[config.mk]
export PLATFORM = sky130hd
export DESIGN_NAME = spi_opseq
export DESIGN_NICKNAME = d
export VERILOG_FILES = /design/src/rtl/spi_opseq_pkg.sv /design/src/rtl/spi_opseq_dec.sv /design/src/rtl/spi_opseq_match.sv /design/src/rtl/spi_opseq_loops.sv /design/src/rtl/spi_opseq.sv
export SDC_FILE = /design/constraint.sdc
export NUM_CORES = 1
export LEC_CHECK = 0
export BUFFER_PORTS_ARGS = -buffer_cell sky130_fd_sc_hd__buf_2
export CAP_MARGIN = 15
export CORE_UTILIZATION = 45
export CTS_BUF_LIST = sky130_fd_sc_hd__clkbuf_2
export CTS_CLUSTER_SIZE = 28
export DETAILED_ROUTE_END_ITERATION = 8
export PLACE_DENSITY = 0.75
export SLEW_MARGIN = 30
export SYNTH_ARGS = -nofsm -noshare
export SYNTH_HDL_FRONTEND = slang
export SYNTH_SLANG_ARGS = --single-unit
[constraint.sdc]
create_clock -name clk -period 10.6 [get_ports clk]
set_input_delay 0.53 -clock clk [delete_from_list [all_inputs] [get_ports clk]]
set_output_delay 0.53 -clock clk [all_outputs]
set_load 0.01 [all_outputs]
[src/rtl/spi_opseq_pkg.sv]
package spi_opseq_pkg;
    typedef enum logic [1:0] {
        SQ_IDLE   = 2'd0,
        SQ_DECODE = 2'd1,
        SQ_EXEC   = 2'd2,
        SQ_STEP   = 2'd3
    } seq_t;

    typedef enum logic [2:0] {
        SH_IDLE  = 3'd0,
        SH_START = 3'd1,
        SH_N1    = 3'd2,
        SH_N2    = 3'd3,
        SH_WAIT  = 3'd4,
        SH_DONE  = 3'd5
    } shf_t;

    typedef enum logic [3:0] {
        OP_STOP, OP_SEL, OP_N1, OP_N2, OP_CMP, OP_SKIP, OP_LOOP1, OP_LOOP2, OP_BAD
    } opk_t;

    localparam logic [1:0] KIND_N1  = 2'd1;
    localparam logic [1:0] KIND_N2  = 2'd2;
    localparam logic [1:0] KIND_MRG = 2'd3;
endpackage

[src/rtl/spi_opseq_dec.sv]
module spi_opseq_dec
    import spi_opseq_pkg::*;
#(
    parameter int OPW = 8
) (
    input  logic [OPW-1:0] op,
    output opk_t           kind
);
    always_comb begin
        case (op[OPW-1 -: 4])
            4'h0:    kind = OP_STOP;
            4'h1:    kind = OP_SEL;
            4'h3:    kind = OP_N1;
            4'h4:    kind = OP_N2;
            4'h6:    kind = OP_CMP;
            4'hC:    kind = OP_SKIP;
            4'hE:    kind = OP_LOOP1;
            4'hF:    kind = OP_LOOP2;
            default: kind = OP_BAD;
        endcase
    end
endmodule

[src/rtl/spi_opseq_match.sv]
module spi_opseq_match #(
    parameter int DW = 16
) (
    input  logic [DW-1:0] data,
    input  logic [DW-1:0] val,
    input  logic [DW-1:0] mask,
    output logic          hit
);
    always_comb hit = ((data ^ val) & ~mask) == '0;
endmodule

[src/rtl/spi_opseq_loops.sv]
module spi_opseq_loops #(
    parameter int NLOOP = 2,
    parameter int CW    = 4
) (
    input  logic                clk,
    input  logic                rst_n,
    input  logic                clr,
    input  logic [NLOOP-1:0]    bump,
    input  logic [NLOOP*CW-1:0] lim,
    output logic [NLOOP-1:0]    hit
);
    for (genvar g = 0; g < NLOOP; g++) begin : g_cnt
        logic [CW-1:0] cnt_d, cnt_q;

        always_comb begin
            cnt_d = cnt_q;
            if (clr)          cnt_d = '0;
            else if (bump[g]) cnt_d = cnt_q + 1'b1;
        end

        always_ff @(posedge clk) begin
            if (!rst_n) cnt_q <= '0;
            else        cnt_q <= cnt_d;
        end

        assign hit[g] = (cnt_q == lim[g*CW +: CW]);
    end
endmodule

[src/rtl/spi_opseq.sv]
module spi_opseq
    import spi_opseq_pkg::*;
#(
    parameter int SLOTS = 8,
    parameter int OPW   = 8,
    parameter int CW    = 4,
    parameter int DW    = 16,
    localparam int IDXW = $clog2(SLOTS),
    localparam int PW   = SLOTS * OPW
) (
    input  logic            clk,
    input  logic            rst_n,
    input  logic [PW-1:0]   op_prog,
    input  logic            tdr_wr,
    input  logic            rdr_rd,
    input  logic            rdr_full,
    input  logic [DW-1:0]   rdr_low,
    input  logic [DW-1:0]   cmp_val,
    input  logic [DW-1:0]   cmp_mask,
    input  logic [2*CW-1:0] loop_lim,
    input  logic            eng_ack,
    input  logic            eng_stall,
    output logic            eng_req,
    output logic [1:0]      eng_kind,
    output logic            eng_first,
    output logic            eng_last,
    output logic            rdr_clr,
    output logic            resp_sel,
    output logic [1:0]      seq_state,
    output logic [2:0]      shf_state,
    output logic [IDXW-1:0] seq_index,
    output logic            seq_err
);
    localparam logic [OPW-1:0] DESEL_OP = OPW'(1) << (OPW - 4);

    typedef struct packed {
        logic            run;
        seq_t            seq;
        shf_t            shf;
        logic [IDXW-1:0] idx;
        logic            err;
        logic            sel;
        logic            first;
        logic            n1;
        logic            held;
        logic [OPW-1:0]  op;
    } st_t;

    st_t st_d, st_q;

    logic [IDXW-1:0] nidx;
    logic [OPW-1:0]  cur_op, nxt_op;
    logic            nxt_valid, merge, shf_ok, cmp_hit, loop_clr, trig;
    logic [1:0]      loop_bump, loop_hit;
    opk_t            kind, nxt_kind;

    assign nidx      = st_q.idx + 1'b1;
    assign nxt_valid = st_q.idx != IDXW'(SLOTS - 1);
    assign cur_op    = op_prog[int'(st_q.idx) * OPW +: OPW];
    assign nxt_op    = op_prog[int'(nidx) * OPW +: OPW];

    spi_opseq_dec #(.OPW(OPW)) u_dec_cur (.op(st_q.op), .kind(kind));
    spi_opseq_dec #(.OPW(OPW)) u_dec_nxt (.op(nxt_op),  .kind(nxt_kind));

    spi_opseq_match #(.DW(DW)) u_match (
        .data(rdr_low), .val(cmp_val), .mask(cmp_mask), .hit(cmp_hit)
    );

    spi_opseq_loops #(.NLOOP(2), .CW(CW)) u_loops (
        .clk(clk), .rst_n(rst_n), .clr(loop_clr), .bump(loop_bump),
        .lim(loop_lim), .hit(loop_hit)
    );

    assign merge  = nxt_valid && (nxt_kind == OP_N2);
    assign shf_ok = (st_q.shf != SH_IDLE) && (st_q.shf != SH_DONE);
    assign trig   = tdr_wr || (rdr_rd && st_q.shf == SH_WAIT);

    always_comb begin
        logic go_inc, go_jmp, fail;
        st_d      = st_q;
        loop_clr  = 1'b0;
        loop_bump = '0;
        go_inc    = 1'b0;
        go_jmp    = 1'b0;
        fail      = 1'b0;
        if (!st_q.run) begin
            if (trig) begin
                st_d.run = 1'b1;
                st_d.err = 1'b0;
                st_d.seq = SQ_DECODE;
                if (st_q.seq == SQ_IDLE) st_d.idx = '0;
            end
        end else begin
            case (st_q.seq)
                SQ_DECODE: begin
                    st_d.op  = cur_op;
                    st_d.seq = SQ_EXEC;
                end
                SQ_EXEC: begin
                    case (kind)
                        OP_STOP: begin
                            loop_clr = 1'b1;
                            st_d.shf = SH_IDLE;
                            st_d.seq = SQ_IDLE;
                            st_d.run = 1'b0;
                        end
                        OP_SEL: begin
                            if (st_q.op[3:0] == 4'd0) begin
                                st_d.sel = 1'b0;
                                st_d.shf = SH_DONE;
                                go_inc   = 1'b1;
                            end else if (st_q.op[3:0] == 4'd1) begin
                                st_d.sel   = 1'b1;
                                st_d.shf   = SH_START;
                                st_d.first = 1'b1;
                                st_d.n1    = 1'b0;
                                st_d.held  = 1'b0;
                                go_inc     = 1'b1;
                            end else begin
                                fail = 1'b1;
                            end
                        end
                        OP_N1: begin
                            if (!shf_ok) begin
                                fail = 1'b1;
                            end else if (merge) begin
                                st_d.held = 1'b1;
                                st_d.n1   = 1'b1;
                                st_d.shf  = SH_N1;
                                go_inc    = 1'b1;
                            end else if (eng_ack) begin
                                st_d.n1    = 1'b1;
                                st_d.first = 1'b0;
                                st_d.shf   = SH_N1;
                                go_inc     = 1'b1;
                            end else if (eng_stall) begin
                                st_d.shf = SH_WAIT;
                                st_d.run = 1'b0;
                            end
                        end
                        OP_N2: begin
                            if (!st_q.n1) begin
                                fail = 1'b1;
                            end else if (eng_ack) begin
                                st_d.held  = 1'b0;
                                st_d.first = 1'b0;
                                st_d.shf   = SH_N2;
                                go_inc     = 1'b1;
                            end else if (eng_stall) begin
                                st_d.shf = SH_WAIT;
                                st_d.run = 1'b0;
                            end
                        end
                        OP_CMP: begin
                            if (!rdr_full) begin
                                st_d.shf = SH_WAIT;
                                st_d.run = 1'b0;
                            end else if (cmp_hit) begin
                                go_inc = 1'b1;
                            end else begin
                                go_jmp = 1'b1;
                            end
                        end
                        OP_SKIP: go_inc = 1'b1;
                        OP_LOOP1, OP_LOOP2: begin
                            if (!loop_hit[kind == OP_LOOP2]) begin
                                loop_bump[kind == OP_LOOP2] = 1'b1;
                                go_jmp = 1'b1;
                            end else begin
                                go_inc = 1'b1;
                            end
                        end
                        default: fail = 1'b1;
                    endcase
                end
                default: st_d.seq = SQ_DECODE;
            endcase
        end
        if (fail) begin
            st_d.err = 1'b1;
            st_d.shf = SH_IDLE;
            st_d.seq = SQ_IDLE;
            st_d.run = 1'b0;
        end
        if (go_jmp) begin
            st_d.idx = st_q.op[IDXW-1:0];
            st_d.seq = SQ_STEP;
        end
        if (go_inc) begin
            if (nxt_valid) begin
                st_d.idx = nidx;
                st_d.seq = SQ_STEP;
            end else begin
                st_d.idx = '0;
                st_d.seq = SQ_IDLE;
                st_d.run = 1'b0;
            end
        end
    end

    always_ff @(posedge clk) begin
        if (!rst_n) st_q <= '0;
        else        st_q <= st_d;
    end

    always_comb begin
        logic in_exec;
        in_exec   = st_q.run && (st_q.seq == SQ_EXEC);
        eng_req   = in_exec && (((kind == OP_N1) && shf_ok && !merge) ||
                                ((kind == OP_N2) && st_q.n1));
        eng_kind  = (kind == OP_N2) ? (st_q.held ? KIND_MRG : KIND_N2) : KIND_N1;
        eng_first = st_q.first;
        eng_last  = nxt_valid && (nxt_op == DESEL_OP);
        rdr_clr   = in_exec && (kind == OP_CMP) && rdr_full;
    end

    assign resp_sel  = st_q.sel;
    assign seq_state = st_q.seq;
    assign shf_state = st_q.shf;
    assign seq_index = st_q.idx;
    assign seq_err   = st_q.err;
endmodule

==> impl_results.md, run 1 <==
- Run status: finished, final reports clean
- Number of warnings issued by yosys: 0
- Post-route DRC: 0
- Clk_lat worst skew: 390 ps
- Mapped Cells: 363
- Switching pwr: 91.0 µW
- Biggest fanout along the worst timing path: 19
- Final hold violations: 0
- I/O Buffers: 142
- Launching element type of the critical path: flop
- CP max-delay cell: sky130_fd_sc_hd__dfxtp_1
- Iter 0 DRT Violations: 145
- Starting density of the core: 47.6%
- CP Data Required Time: 10,070 ps
- Sequential share of the synthesized area: 20.6%
- Hold-fix buffers, CTS: 0
- Synth-to-layout area growth: 22.2%
- Setup fix buffers added after clock tree synthesis: 0
- Fraction of layout cells with a size suffix above 1: 37.0%
- Final count of negative-setup-slack endpoints: 0
- Share of synthesized flip-flops with an asynchronous set or reset: 0%
- Gr ovfl total: 0
- Switching part of the total power: 32.5%
- Worst Tran Pin Value: 793 ps
- Worst hold-check path type: flop to flop
- Syn Area/Cell: 9.10 µm²
- Non-filler instance count after layout: 583
- Final Critical Period: 5240 ps
- DP Cell Count: 576
- Worst Path Arrival: 4710 ps
- Number of CTS-inserted buffers: 5
- Clock share of power: 21.1%
- Mapped Area: 3300 µm²
- Critical path, cell by cell: ha_1, mux4_1, mux2i_1, ha_1, or3b_2, or4_1, a31oi_1, nor2_1, a21oi_1, nor2_1, buf_2
- DP Worst Slack: 5780 ps
- Clock tree from TritonCTS: yes
- Routed length per placed instance: 14.6 µm
- Summed negative setup slack over all endpoints: 0 ps
- Top FF cell, synth: sky130_fd_sc_hd__dfxtp_1
- Worst IR drop on VDD: 39.8 µV
- Setup clock skew after layout: 22.3 ps
- CTS Root Buffer Type: sky130_fd_sc_hd__clkbuf_2
- Final Routed Wirelength: 8.50 mm
- Via count of the first global-routing pass: 3,098
- Minimum setup slack in the final design: 5360 ps
- Number of flip-flops and latches in the synthesized netlist: 34
- Max-cap check violation count: 0
- Final antenna-violating net count: 0
- Fin nets: 630
- Synth Net Count: 506
- Post-CTS resize count: 0
- Peak Freq: 191 MHz
- Antenna violations before repair: 0
- Die outline width: 87.7 µm
- Global router's overall resource usage: 22.9%
- CTS HTree Levels: 2
- CP Class: flop to output port
- Routed vias/inst: 5.64
- Tcrit/Tclk final: 49.4%
- Core region area: 6940 µm²
- Number of enable-type register cells in the synthesized netlist: 0
- Part of the total power dissipated in combinational logic: 29.3%
- Final core occ: 58.2%
- Total number of vias: 3,286
- Number of distinct library cells after synthesis: 58
- Die Span Y: 87.7 µm
- Number of max-slew violations in the final report: 0
- N_diodes: 0
- Pin count of the biggest net entering global routing: 30
- Worst slew margin relative to its limit: 47.1%
- Worst hold slack after final layout: 483 ps
- Largest incremental delay on the critical path: 880 ps
- CTS sink count: 34
- Cell row count: 30
- PD cells: 69.3 nW/µm²
- Part of the total power dissipated in sequential elements: 49.6%
- I/O pin count: 143
- Setup repair after global routing missed its margin: no
- Critical path endpoint category: output port
- Pre-antenna DRT Iters: 4
- Wire length of the first global-routing pass: 14.0 mm
- Leakage: 0.00169 µW
- Internal portion of total power: 189 µW
- Placed wire-length estimate: 7.01 mm
- CTS clk-pin slew, worst paths: 180 ps
- Area enclosed by the die boundary: 7690 µm²
- Final weighted congestion in routability-driven placement: 0.871
- Maximum number of buffers from clock root to sink: 2
[critical path: cells and delay by family (launching register included)]
family          cells  cell delay [ps]
compound gates      2              460
fa+ha+maj           2              830
buf+inv             1              140
flops               1              880
mux                 2              990
simple gates        4             1020
[per-layer routing]
layer / GRT usage (%) / routed length, µm / part of all wire, %
met5: 0 / 0 / 0
met4: 6.41 / 114 / 1.3
met3: 4.52 / 493 / 5.8
met2: 42.7 / 4320 / 51
met1: 26.6 / 3580 / 42
[cells by family (layout without fill, tap and decap cells)]
logic type / after synthesis / in the layout / synth area share, %
simple gates: 124 / 124 / 19.3
compound gates: 72 / 72 / 15.0
mux: 45 / 45 / 24.6
buf+inv: 40 / 164 / 6.06
flops: 34 / 34 / 20.6
xor+xnor: 32 / 32 / 8.48
fa+ha+maj: 16 / 16 / 6.06
[cell type report]
class,instances,area [µm²]
Clock buffer,5,25.0
Fill cell,625,2910
Multi-Input combinational cell,289,2430
Clock inverter,2,10.0
Tap cell,96,120
Timing Repair Buffer,144,726
Inverter,13,48.8
Sequential cell,34,681
[sequential cells by signal (all words and copies together) (netlist names), 2 cells and up]
signal and flops:
st_q 11, u_loops.g_cnt.cnt_q 8, u_dec_cur.kind 4, seq_index 3, shf_state 3, seq_state 2
[power groups by stage]
stage          Combinational (µW)  Clock, µW  Sequential, µW
2_1_floorplan                49.8          0             136
3_3_place_gp                 79.9          0             141
3_5_place_dp                 81.6          0             141
4_1_cts                      81.9       60.7             138
5_1_grt                      91.2       65.5             140
6_report                     82.0       59.2             139
[synth_stat cells (all sizes together), types with 3 or more instances]
| cell | instances | share of area [%] |
|---|---|---|
| a21o | 3 | 0.72 |
| a211oi | 7 | 1.6 |
| a21oi | 13 | 2.1 |
| o21ai | 13 | 2.1 |
| o22ai | 10 | 1.9 |
| and2 | 4 | 0.76 |
| nand2 | 24 | 2.7 |
| or4 | 3 | 0.79 |
| xnor2 | 26 | 6.9 |
| o211ai | 3 | 0.68 |
| xor2 | 6 | 1.6 |
| nor2 | 36 | 4.1 |
| o21a | 3 | 0.68 |
| nand4 | 10 | 1.9 |
| nor4 | 14 | 2.7 |
| dfxtp | 34 | 21 |
| mux4 | 26 | 19 |
| a31oi | 5 | 0.95 |
| nor2b | 5 | 0.95 |
| inv | 12 | 1.4 |
| buf | 17 | 3.4 |
| nand3 | 4 | 0.61 |
| clkbuf | 10 | 1.1 |
| mux2i | 17 | 5.1 |
| nand2b | 4 | 0.76 |
| nor3 | 10 | 1.5 |
| ha | 16 | 6.1 |
[cell usage in the layout (no fill, tap or decap), types with 2 or more instances in the layout]
cell type / n
sky130_fd_sc_hd__o21a_1: 3
sky130_fd_sc_hd__nand2b_1: 4
sky130_fd_sc_hd__buf_2: 142
sky130_fd_sc_hd__mux2_2: 2
sky130_fd_sc_hd__xnor2_1: 26
sky130_fd_sc_hd__a21oi_1: 12
sky130_fd_sc_hd__nor4b_1: 2
sky130_fd_sc_hd__o31a_1: 2
sky130_fd_sc_hd__nor2_1: 36
sky130_fd_sc_hd__mux4_1: 9
sky130_fd_sc_hd__o211ai_1: 3
sky130_fd_sc_hd__a21o_1: 2
sky130_fd_sc_hd__and2_1: 4
sky130_fd_sc_hd__dfxtp_1: 34
sky130_fd_sc_hd__o21ai_0: 11
sky130_fd_sc_hd__o22ai_1: 10
sky130_fd_sc_hd__nand4_1: 10
sky130_fd_sc_hd__a22oi_1: 2
sky130_fd_sc_hd__mux4_2: 17
sky130_fd_sc_hd__clkinv_2: 2
sky130_fd_sc_hd__or4_1: 2
sky130_fd_sc_hd__a22o_1: 2
sky130_fd_sc_hd__nor3_1: 10
sky130_fd_sc_hd__a211oi_1: 7
sky130_fd_sc_hd__ha_1: 16
sky130_fd_sc_hd__nor2b_1: 5
sky130_fd_sc_hd__nand3_1: 4
sky130_fd_sc_hd__xor2_1: 6
sky130_fd_sc_hd__mux2i_1: 17
sky130_fd_sc_hd__clkbuf_2: 5
sky130_fd_sc_hd__nand2_1: 24
sky130_fd_sc_hd__a41o_1: 2
sky130_fd_sc_hd__inv_1: 12
sky130_fd_sc_hd__buf_4: 2
sky130_fd_sc_hd__nor4_1: 14
sky130_fd_sc_hd__a31oi_1: 5
[through the flow]
step                area, µm²  power, µW
detailed placement       4000        223
CTS                      4030        281
global route             4040        296
finish                   4040        280
global placement         4000        221
floorplan                3300        186
[path summary, 6_finish.rpt]
kind | startpoint | to | slack [ps] | cells after the start
min reg2reg | seq_err | seq_err | 480 | 2
max | seq_index[1] | eng_req | 5360 | 11
min | seq_err | seq_err | 480 | 2
max reg2reg | seq_index[1] | seq_index[1] | 5840 | 11
(Power assumes the default switching activity.)
==> run 2, diff against run 1 <==
--- a/config.mk
+++ b/config.mk
@@ -5,13 +5,14 @@
 export SDC_FILE = /design/constraint.sdc
 export NUM_CORES = 1
 export LEC_CHECK = 0
+export ABC_AREA = 1
 export BUFFER_PORTS_ARGS = -buffer_cell sky130_fd_sc_hd__buf_2
 export CAP_MARGIN = 15
 export CORE_UTILIZATION = 45
 export CTS_BUF_LIST = sky130_fd_sc_hd__clkbuf_2
 export CTS_CLUSTER_SIZE = 28
 export DETAILED_ROUTE_END_ITERATION = 8
-export PLACE_DENSITY = 0.75
+export PLACE_DENSITY = 0.77
 export SLEW_MARGIN = 30
 export SYNTH_ARGS = -nofsm -noshare
 export SYNTH_HDL_FRONTEND = slang
==> constraint.sdc (replaced) <==
create_clock -name clk -period 4.6 [get_ports clk]
set_input_delay 0.23 -clock clk [delete_from_list [all_inputs] [get_ports clk]]
set_output_delay 0.23 -clock clk [all_outputs]
set_load 0.01 [all_outputs]
==> run 2 against run 1 <==
Effect of this change:
- critical path depth rose by 4
- synthesized cell count rose by 64%
- sequential power rose by 130%
- die area rose by 8.4%
- routed wire length rose by 21%
- count of clock-buffer cells in the layout did not move
- critical path type unchanged
==> impl_results.md, run 2 <==
- Final core occ: 56.1% (-2.1 points)
- Launching element type of the critical path: flop
- Mapped Area: 3590 µm² (+8.6%)
- Total number of vias: 4,347 (+32%)
- Minimum setup slack in the final design: 1080 ps (-4290 ps)
- Biggest fanout along the worst timing path: 39 (+20)
- Largest cells by area after synthesis: sky130_fd_sc_hd__dfxtp_1 19%, sky130_fd_sc_hd__nand2_1 11%, sky130_fd_sc_hd__o21ai_0 9.3%, sky130_fd_sc_hd__inv_1 8.5%, sky130_fd_sc_hd__a21oi_1 7.7%
- Number of cells traversed by the worst hold path: 3 (+1)
- Cell row count: 32 (+6.7%)
- Run status: finished, final reports clean
- Cell type with the largest total area after synthesis: sky130_fd_sc_hd__dfxtp_1
- Largest incremental delay on the critical path: 770 ps (-110 ps)
- Depth of the most critical reg-to-reg path: 19 (+8)
- Final Critical Period: 3520 ps
- N_diodes: 0 (unchanged)
- Setup fix buffers added after clock tree synthesis: 0 (unchanged)
- Worst hold-check path type: primary input to flop
- Die Span Y: 91.3 µm (+4.1%)
- Max-cap check violation count: 0 (unchanged)
- Global router's overall resource usage: 24.6% (+1.7 points)
- Final antenna-violating net count: 0 (unchanged)
- Global-route met2 utilization: 44.3% (+1.6 points)
- Worst IR drop on VDD: 131 µV (+230%)
- Wire length of the first global-routing pass: 17.0 mm (+22%)
- Cell type group with the largest total delay on the critical path: flip-flops
- Number of max-slew violations in the final report: 0 (unchanged)
- Worst Tran Pin Value: 653 ps (-140 ps)
- Core region area: 7730 µm² (+11%)
- Tcrit/Tclk final: 76.6%
- Starting density of the core: 46.4% (-1.1 points)
- Cell occurring most often along the worst timing path: sky130_fd_sc_hd__nand2_1
- Top FF cell, synth: sky130_fd_sc_hd__dfxtp_1
- Worst Path Arrival: 3290 ps (-1420 ps)
- Die outline width: 91.3 µm (+4.1%)
- Leakage: 0.00214 µW (+27%)
- Post-CTS resize count: 0 (unchanged)
- Routed length per placed instance: 12.6 µm (-14%)
- Worst slew margin relative to its limit: 55.4% (+8.3 points)
- Fin nets: 860 (+37%)
- Global-route track usage on met3: 4.69% (+0.17 points)
- Most common library cell in the layout ignoring fill and taps: sky130_fd_sc_hd__buf_2
- Sum of buffers and inverters on the critical path: 2 (+1)
- CTS HTree Levels: 2 (unchanged)
- Peak Freq: 284 MHz
- Summed negative setup slack over all endpoints: 0 ps (unchanged)
- I/O pin count: 143 (unchanged)
- Routed vias/inst: 5.30 (-5.9%)
- Hold-fix buffers, CTS: 0 (unchanged)
- Met1 Use GR: 29.3% (+2.6 points)
- Overall power: 896 µW (+220%)
- Number of distinct library cells after synthesis: 44 (-24%)
- Sequential share of the synthesized area: 19.0% (-1.6 points)
- Maximum number of buffers from clock root to sink: 2 (unchanged)
- Non-filler instance count after layout: 820 (+41%)
- I/O Buffers: 142 (unchanged)
- Number of flip-flops and latches in the synthesized netlist: 34 (unchanged)
- Via count of the first global-routing pass: 4,019 (+30%)
- Number of CTS-inserted buffers: 5 (unchanged)
- PD cells: 207 nW/µm² (+200%)
- CTS clk-pin slew, worst paths: 190 ps (about the same)
- Post-synth top cells: 106 x sky130_fd_sc_hd__nand2_1, 81 x sky130_fd_sc_hd__inv_1, 67 x sky130_fd_sc_hd__o21ai_0
- Setup repair after global routing missed its margin: no
- DP Worst Slack: 1260 ps (-4520 ps)
- Final Routed Wirelength: 10.3 mm (+21%)
- CTS Root Buffer Type: sky130_fd_sc_hd__clkbuf_2
- Final weighted congestion in routability-driven placement: 0.924 (+6.1%)
- Largest Register: st_q
- Critical path, cell by cell: ha_1, inv_2, o211ai_1, nand2_1, o21ai_2, ha_1, nor2_1, nand2_1, nor2_1, nand3_1, nand2_1, nand2_2, nand2_1, a21oi_1, buf_2
- Count of fill cells added during filler insertion: 785 (+26%)
- Synth-to-layout area growth: 20.8%
- Antenna violations before repair: 0 (unchanged)
- Pin count of the biggest net entering global routing: 46 (+53%)
- Mapped Cells: 594 (+64%)
- DP Cell Count: 812 (+41%)
- Library cell with the highest instance count after synthesis: sky130_fd_sc_hd__nand2_1
- Fraction of layout cells with a size suffix above 1: 24.4% (-13 points)
- Final hold violations: 0 (unchanged)
- Iter 0 DRT Violations: 322 (+120%)
- Setup clock skew after layout: 13.3 ps (-8.94 ps)
- Clock tree from TritonCTS: yes
- Busiest layer in global routing: met2
- CP Class: flop to output port
- Max reg flops: 11 (unchanged)
- Critical path endpoint category: output port
- Clk_lat worst skew: 400 ps (about the same)
- Share of synthesized flip-flops with an asynchronous set or reset: 0% (unchanged)
- Critical path depth in cells: 15 (+4)
- Gr ovfl total: 0 (unchanged)
- Synth Net Count: 737 (+46%)
- Area enclosed by the die boundary: 8340 µm² (+8.4%)
- Syn Area/Cell: 6.04 µm² (-34%)
- CP max-delay cell: sky130_fd_sc_hd__dfxtp_2
- Number of enable-type register cells in the synthesized netlist: 0 (unchanged)
- Leading cell types in the layout, fill and taps excluded: 142 x sky130_fd_sc_hd__buf_2, 106 x sky130_fd_sc_hd__nand2_1, 81 x sky130_fd_sc_hd__inv_1
- CTS sink count: 34 (unchanged)
- Placed wire-length estimate: 8.29 mm (+18%)
- Number of warnings issued by yosys: 0 (unchanged)
- Area taken by multi-input logic gates: 2380 µm² (-2.2%)
- Post-route DRC: 0 (unchanged)
- Final count of negative-setup-slack endpoints: 0 (unchanged)
- Share of the synthesized area in the top cell type: 19.0% (-1.6 points)
- Pre-antenna DRT Iters: 5 (+1)
- Reg area: 682 µm² (+0.18%)
- CP Data Required Time: 4370 ps (-5700 ps)
[run 2: final timing paths]
check | from | endpoint | slack (ps)
setup reg to reg | seq_index[0] | seq_index[1] | 1220
hold / removal | rst_n | resp_sel | 190
setup / recovery | seq_index[0] | eng_req | 1080
hold reg to reg | resp_sel | resp_sel | 450
[run 2: area by class of cell]
| class | instances | area share (%) |
|---|---|---|
| Tap cell | 102 | 2.94 |
| Sequential cell | 34 | 15.7 |
| Clock inverter | 3 | 1.47 |
| Inverter | 87 | 7.71 |
| Timing Repair Buffer | 144 | 16.7 |
| Clock buffer | 5 | 0.577 |
| Multi-Input combinational cell | 445 | 54.8 |
[run 2: kinds of logic (layout without fill, tap and decap cells)]
| family | count (synthesis) | after routing | synth area share, % |
|---|---|---|---|
| and+or+nand+nor | 243 | 243 | 29.5 |
| xor gates and xnor gates | 23 | 23 | 5.61 |
| adders and majority gates | 16 | 16 | 5.58 |
| buffers and inverters | 115 | 239 | 14.8 |
| AOI/OAI and AO/OA | 163 | 163 | 25.5 |
| DFF | 34 | 34 | 19.0 |
[run 2: metal layers]
layer  part of all wire, %  up-vias
li1                      -     2217
met1                    42     1905
met5                     0        -
met2                    48      196
met3                   7.5       29
met4                   2.4        0
[run 2: power breakdown]
part	total, µW	leakage (µW)	internal [µW]	switching [µW]
combinational	325	0.00182	136	189
sequential	319	0.000276	304	15.2
clock	252	0.0000506	145	108
[run 2: worst min-delay path, cell delays in order]
cell and delay [ps]:
sky130_fd_sc_hd__buf_2 190, sky130_fd_sc_hd__o21ai_0 110, sky130_fd_sc_hd__a21oi_1 40
[run 2: per-stage QoR]
| stage | hold WS, ps | area, µm² |
|---|---|---|
| 6_report | 189 | 4330 |
| 5_1_grt | 188 | 4330 |
| 4_1_cts | 176 | 4330 |
| 3_5_place_dp | 433 | 4250 |
| 3_3_place_gp | 432 | 4250 |
| 2_1_floorplan | 403 | 3590 |
